==> src/rtl/fag_pkg.sv <==
package fag_pkg;
  localparam int unsigned FAG_BASE_W = 16;
  localparam int unsigned FAG_OFS_W  = 8;

  typedef enum logic [1:0] {
    FAG_HOLD = 2'b00,
    FAG_INC  = 2'b01,
    FAG_DEC  = 2'b10,
    FAG_RSVD = 2'b11
  } fag_mode_e;

  localparam logic FAG_SEL_BASE = 1'b0;
  localparam logic FAG_SEL_OFS  = 1'b1;
endpackage

==> src/rtl/fag_ofs_step.sv <==
module fag_ofs_step
  import fag_pkg::*;
#(
  parameter int unsigned OFS_W = FAG_OFS_W
) (
  input  logic [OFS_W-1:0] ofs_cur,
  input  logic [1:0]       mode,
  input  logic             is_write,
  output logic [OFS_W-1:0] ofs_next,
  output logic [OFS_W-1:0] ofs_for_addr,
  output logic             step_active
);
  // Offset arithmetic wraps inside OFS_W bits; nothing leaves this module.
  function automatic logic [OFS_W-1:0] step_ofs(input logic [OFS_W-1:0] v,
                                                input logic [1:0] m);
    case (fag_mode_e'(m))
      FAG_INC: step_ofs = v + OFS_W'(1);
      FAG_DEC: step_ofs = v - OFS_W'(1);
      default: step_ofs = v;             // hold and reserved code
    endcase
  endfunction

  always_comb begin
    ofs_next     = step_ofs(ofs_cur, mode);
    step_active  = (mode == FAG_INC) || (mode == FAG_DEC);
    // read: post-modify; write: pre-modify
    ofs_for_addr = is_write ? ofs_next : ofs_cur;
  end

  // reserved and hold codes must not report a step
  always_comb begin
    if (mode == FAG_RSVD || mode == FAG_HOLD)
      a_rsvd_hold_r7: assert (ofs_next == ofs_cur && !step_active);
  end
endmodule

==> src/rtl/fag_regs.sv <==
module fag_regs
  import fag_pkg::*;
#(
  parameter int unsigned BASE_W = FAG_BASE_W,
  parameter int unsigned OFS_W  = FAG_OFS_W
) (
  input  logic              clk,
  input  logic              rst_n,
  input  logic              wr_en,
  input  logic              wr_sel,
  input  logic [BASE_W-1:0] wr_data,
  input  logic              auto_en,
  input  logic [OFS_W-1:0]  auto_val,
  output logic [BASE_W-1:0] base_q,
  output logic [OFS_W-1:0]  ofs_q,
  output logic              ofs_wr_hit,
  output logic              base_wr_hit
);
  assign ofs_wr_hit  = wr_en && (wr_sel == FAG_SEL_OFS);
  assign base_wr_hit = wr_en && (wr_sel == FAG_SEL_BASE);

  always_ff @(posedge clk or negedge rst_n) begin
    if (!rst_n) begin
      base_q <= '0;
    end else if (base_wr_hit) begin
      base_q <= wr_data;
    end
  end

  // Direct write beats the automatic step
  always_ff @(posedge clk or negedge rst_n) begin
    if (!rst_n) begin
      ofs_q <= '0;
    end else if (ofs_wr_hit) begin
      ofs_q <= wr_data[OFS_W-1:0];
    end else if (auto_en) begin
      ofs_q <= auto_val;
    end
  end

  p_base_only_by_write_r6: assert property (@(posedge clk) disable iff (!rst_n)
    !base_wr_hit |=> base_q == $past(base_q));

  p_ofs_write_wins_r8: assert property (@(posedge clk) disable iff (!rst_n)
    ofs_wr_hit |=> ofs_q == $past(wr_data[OFS_W-1:0]));

  p_base_load_r2: assert property (@(posedge clk) disable iff (!rst_n)
    base_wr_hit |=> base_q == $past(wr_data));
endmodule

==> src/rtl/fag_addr_stage.sv <==
module fag_addr_stage
  import fag_pkg::*;
#(
  parameter int unsigned BASE_W = FAG_BASE_W,
  parameter int unsigned OFS_W  = FAG_OFS_W
) (
  input  logic              clk,
  input  logic              rst_n,
  input  logic              req,
  input  logic [BASE_W-1:0] base_in,
  input  logic [OFS_W-1:0]  ofs_in,
  output logic [BASE_W-1:0] addr,
  output logic              valid
);
  logic [BASE_W-1:0] ofs_ext;

  generate
    if (OFS_W < BASE_W) begin : g_zext
      assign ofs_ext = {{(BASE_W-OFS_W){1'b0}}, ofs_in};
    end else begin : g_trunc
      assign ofs_ext = ofs_in[BASE_W-1:0];
    end
  endgenerate

  // Unsigned sum, wraps modulo 2**BASE_W
  function automatic logic [BASE_W-1:0] fp_sum(input logic [BASE_W-1:0] b,
                                               input logic [BASE_W-1:0] o);
    fp_sum = b + o;
  endfunction

  always_ff @(posedge clk or negedge rst_n) begin
    if (!rst_n) begin
      addr  <= '0;
      valid <= 1'b0;
    end else begin
      valid <= req;
      if (req) addr <= fp_sum(base_in, ofs_ext);
    end
  end

  p_valid_follows_req_r3: assert property (@(posedge clk) disable iff (!rst_n)
    req |=> valid);

  p_no_req_no_valid_r3: assert property (@(posedge clk) disable iff (!rst_n)
    !req |=> !valid);

  p_addr_hold_idle_r3: assert property (@(posedge clk) disable iff (!rst_n)
    !req |=> $stable(addr));
endmodule

==> src/rtl/fp_addr_gen.sv <==
module fp_addr_gen
  import fag_pkg::*;
#(
  parameter int unsigned BASE_W = FAG_BASE_W,
  parameter int unsigned OFS_W  = FAG_OFS_W
) (
  input  logic              clk,
  input  logic              rst_n,
  input  logic              reg_we,
  input  logic              reg_sel,
  input  logic [BASE_W-1:0] reg_wdata,
  output logic [BASE_W-1:0] base_q,
  output logic [OFS_W-1:0]  ofs_q,
  input  logic              acc_req,
  input  logic              acc_write,
  input  logic [1:0]        acc_mode,
  output logic [BASE_W-1:0] addr_out,
  output logic              addr_valid
);
  logic [OFS_W-1:0] ofs_next;
  logic [OFS_W-1:0] ofs_for_addr;
  logic             step_active;
  logic             ofs_wr_hit;
  logic             base_wr_hit;
  logic             auto_commit;

  fag_ofs_step #(.OFS_W(OFS_W)) u_step (
    .ofs_cur      (ofs_q),
    .mode         (acc_mode),
    .is_write     (acc_write),
    .ofs_next     (ofs_next),
    .ofs_for_addr (ofs_for_addr),
    .step_active  (step_active)
  );

  assign auto_commit = acc_req && step_active;

  fag_regs #(.BASE_W(BASE_W), .OFS_W(OFS_W)) u_regs (
    .clk         (clk),
    .rst_n       (rst_n),
    .wr_en       (reg_we),
    .wr_sel      (reg_sel),
    .wr_data     (reg_wdata),
    .auto_en     (auto_commit),
    .auto_val    (ofs_next),
    .base_q      (base_q),
    .ofs_q       (ofs_q),
    .ofs_wr_hit  (ofs_wr_hit),
    .base_wr_hit (base_wr_hit)
  );

  fag_addr_stage #(.BASE_W(BASE_W), .OFS_W(OFS_W)) u_addr (
    .clk     (clk),
    .rst_n   (rst_n),
    .req     (acc_req),
    .base_in (base_q),
    .ofs_in  (ofs_for_addr),
    .addr    (addr_out),
    .valid   (addr_valid)
  );

  p_read_uses_old_ofs_r4: assert property (@(posedge clk) disable iff (!rst_n)
    acc_req && !acc_write |=>
      addr_out == BASE_W'($past(base_q) + BASE_W'($past(ofs_q))));

  p_inc_wraps_r6: assert property (@(posedge clk) disable iff (!rst_n)
    acc_req && acc_mode == FAG_INC && !ofs_wr_hit |=>
      ofs_q == OFS_W'($past(ofs_q) + OFS_W'(1)));

  p_dec_wraps_r6: assert property (@(posedge clk) disable iff (!rst_n)
    acc_req && acc_mode == FAG_DEC && !ofs_wr_hit |=>
      ofs_q == OFS_W'($past(ofs_q) - OFS_W'(1)));

  p_rsvd_holds_r7: assert property (@(posedge clk) disable iff (!rst_n)
    acc_req && acc_mode == FAG_RSVD && !ofs_wr_hit |=> $stable(ofs_q));

  p_write_uses_new_ofs_r5: assert property (@(posedge clk) disable iff (!rst_n)
    acc_req && acc_write && !ofs_wr_hit |=>
      addr_out == BASE_W'($past(base_q) + BASE_W'(ofs_q)));
endmodule

==> config.mk <==
export PLATFORM = sky130hd
export DESIGN_NAME = fp_addr_gen
export DESIGN_NICKNAME = d
export VERILOG_FILES = /design/src/rtl/fag_pkg.sv /design/src/rtl/fag_ofs_step.sv /design/src/rtl/fag_regs.sv /design/src/rtl/fag_addr_stage.sv /design/src/rtl/fp_addr_gen.sv
export SDC_FILE = /design/constraint.sdc
export NUM_CORES = 1
export LEC_CHECK = 0
export ABC_AREA = 1
export BUFFER_PORTS_ARGS = -buffer_cell sky130_fd_sc_hd__buf_2
export CORE_MARGIN = 4
export CORE_UTILIZATION = 29
export CTS_CLUSTER_DIAMETER = 60
export DETAILED_ROUTE_END_ITERATION = 10
export GPL_TIMING_DRIVEN = 0
export PLACE_DENSITY = 0.58
export REMOVE_ABC_BUFFERS = 1
export SYNTH_ARGS = -nofsm -noshare
export SYNTH_HDL_FRONTEND = slang
export SYNTH_HIERARCHICAL = 1
export SYNTH_SLANG_ARGS = --single-unit
export TNS_END_PERCENT = 1
==> constraint.sdc <==
create_clock -name clk -period 3.2 [get_ports clk]
set_input_delay 0.64 -clock clk [delete_from_list [all_inputs] [get_ports clk]]
set_output_delay 0.64 -clock clk [all_outputs]
set_load 0.01 [all_outputs]
==> summary.md <==
| Metric | Value |
|---|---|
| Initial DRC count | `140` |
| CP Max Fanout | `5` |
| Power Total | `about 1.9 mW` |
| HP Class | `in -> async` |
| CTS Sinks | `between 40 and 50` |
| Worst VDD drop | `0.0001698 V` |
| Synth warnings | `6` |
| DP Worst Slack | `-0.5420 ns` |
| Pwr/cell area | `522.0 nW/um^2` |
| Max-slew violations | `0` |
| Fraction of layout cells with a size suffix above 1 | `22.33%` |
| DR DRC count | `0` |
| GRT Residual Overflow | `0` |
| Antenna cells | `0` |
| Largest net degree at the start of global routing | `42` |
| Worst-Skew Late Latency | `0.30 ns` |
| WP data arrival | `around 3.1 ns` |
| Final wirelength | `7.510 mm` |
| FP Rows | `37` |
| Number of non-filler instances in the completed layout | `around 650` |
| Initial antenna violation count | `0` |
| ANT nets after route | `0` |
| Port Buffers | `64` |
| Chip width | `110.4 um` |
| H-tree Lvls | `2` |
| Nets | `550` |
| First-pass GRT wire length | `about 13 mm` |
| Layout Skew | `0.01243 ns` |
| Vias per inst | `4.369` |
| Tightest Pin Transition | `about 0.9 ns` |
| DIE HEIGHT | `110.4 um` |
| HPWL Detailed | `roughly 6 mm` |
| Setup slack, reg-to-reg | `~0.45 ns` |
| Post-route setup slack | `0.2412 ns` |
| Fin crit period | `2.959 ns` |
| Mapped Area | `3038 um^2` |
| Most frequent cells in the layout | `nand2_1 (195), buf_2 (64), nand3_1 (53)` |
| Die Area | `12180 um^2` |
| Most common cell after layout, fill and taps aside | `nand2_1` |
| Clk pin slew, worst setup/hold paths | `0.08 ns` |
| Core area | `between 10000 and 15000 um^2` |
| Synthesized area per cell | `6.721 um^2` |
| CTS root buf | `clkbuf_8` |
| Starting density of the core | `a little under 30%` |
| TritonCTS clock tree | `built` |
| Max Fclk | `between 300 and 400 MHz` |
| I/O Pins | `65` |
| P_leak | `2.062 nW` |
| RD Place Congestion | `~0.84` |
| Kind of critical path | `in -> reg` |
| DR pass1 iterations | `4` |
| Fillers | `between 1000 and 1500` |
| Vias in the first global route | `2646` |
| Final setup viols | `0` |
| Vias post-DR | `2844` |
| CTS Buffer Depth | `2` |
| Status | `completed` |
| Max_cap viols | `0` |
| Cells after DPL | `between 600 and 700` |
| Crit. End Element | `flop` |
| Hold Violations, Final | `0` |
| All-Layer GR Usage | `12.90%` |
| Post-synthesis cell count | `452` |
| Worst rel slew slack | `39.14%` |
| Wire length per cell | `11.54 um` |
| Fin crit share | `92.46%` |
| Worst path required time | `~3.4 ns` |
| Setup crit start kind | `primary input` |
| CTS buffer count | `5` |
| Layout Area Growth over Synthesis | `17.09%` |
worst max-delay path, stage by stage:
cell	delay [ns]
buf_2	0.07
inv_1	0.06
ha_4	0.18
inv_2	0.09
nand2_1	0.07
nand2_2	0.09
inv_1	0.05
ha_1	0.16
o21bai_2	0.21
xor2_1	0.15
o21ai_1	0.18
nand2_1	0.08
o21ai_2	0.08
ha_1	0.29
or2_4	0.26
nand3_1	0.09
nand2_2	0.08
nand2_1	0.10
nand3_1	0.08
nand3_1	0.09
nand2_1	0.06
final cells by class:
type / instances / area [um^2] / share of cell area [%]
clock buffer: 6 / 72.57 / 2.040
clock inverter: 2 / 10.01 / 0.2814
inverter: 60 / 227.7 / 6.402
multi-input combinational: 339 / 1708 / 48.01
sequential: 41 / 1026 / 28.84
tap: 136 / 170.2 / 4.784
timing repair buffer: 67 / 342.8 / 9.638
metrics by stage:
stage	TNS [ns]	hold WS (ns)	instance area (um^2)	util (%)
after floorplan	0	0.3444	2930	-
after global placement	-4.679	0.4559	3421	33.28
after detailed placement	-5.666	0.4538	3421	33.28
after CTS	0	0.4730	3516	34.21
after global routing	-0.006114	0.5048	3557	34.61
final	0	0.4709	3557	34.61
routing by layer:
layer / global-route usage, % / share of wire, % / vias up
li1: - / - / 1527
met1: 16.64 / 46 / 1254
met2: 22.01 / 49 / 55
met3: 2.038 / 3.5 / 8
met4: 4.222 / 1.5 / 0
met5: 0 / 0 / -
state kept, by name, summed over array words and instances (netlist names):
signal / flops
u_addr/valid: 1
u_regs/ofs_q: 8
u_regs/base_q: 16
u_addr/addr: 16
final timing paths:
path	from	end	depth (start not counted)
min in group clk	u_addr/addr[0]	u_addr/addr[0]	2
setup reg to reg	u_regs/ofs_q[1]	u_addr/addr[13]	18
hold reg to reg	u_addr/addr[0]	u_addr/addr[0]	2
hold / removal	rst_n	u_regs/base_q[9]	1
setup / recovery	acc_mode[0]	u_addr/addr[13]	21
max in group asynchronous	rst_n	u_addr/addr[0]	1
repair_timing:
| action | in CTS | in global routing |
|---|---|---|
| hold buffers | 0 | 0 |
| setup buffers | 0 | 3 |
| endpoints found under the setup margin | 12 | 12 |
| pin swaps | 0 | 3 |
| resized for setup | 2 | 6 |
power by group:
group          switching [mW]  total (mW)  internal (mW)  leakage (nW)
clock network           0.183       0.335          0.151        0.0450
logic                   0.471       0.795          0.325          1.52
registers               0.106       0.727          0.621         0.501
Power figures use the tool's default switching activity.
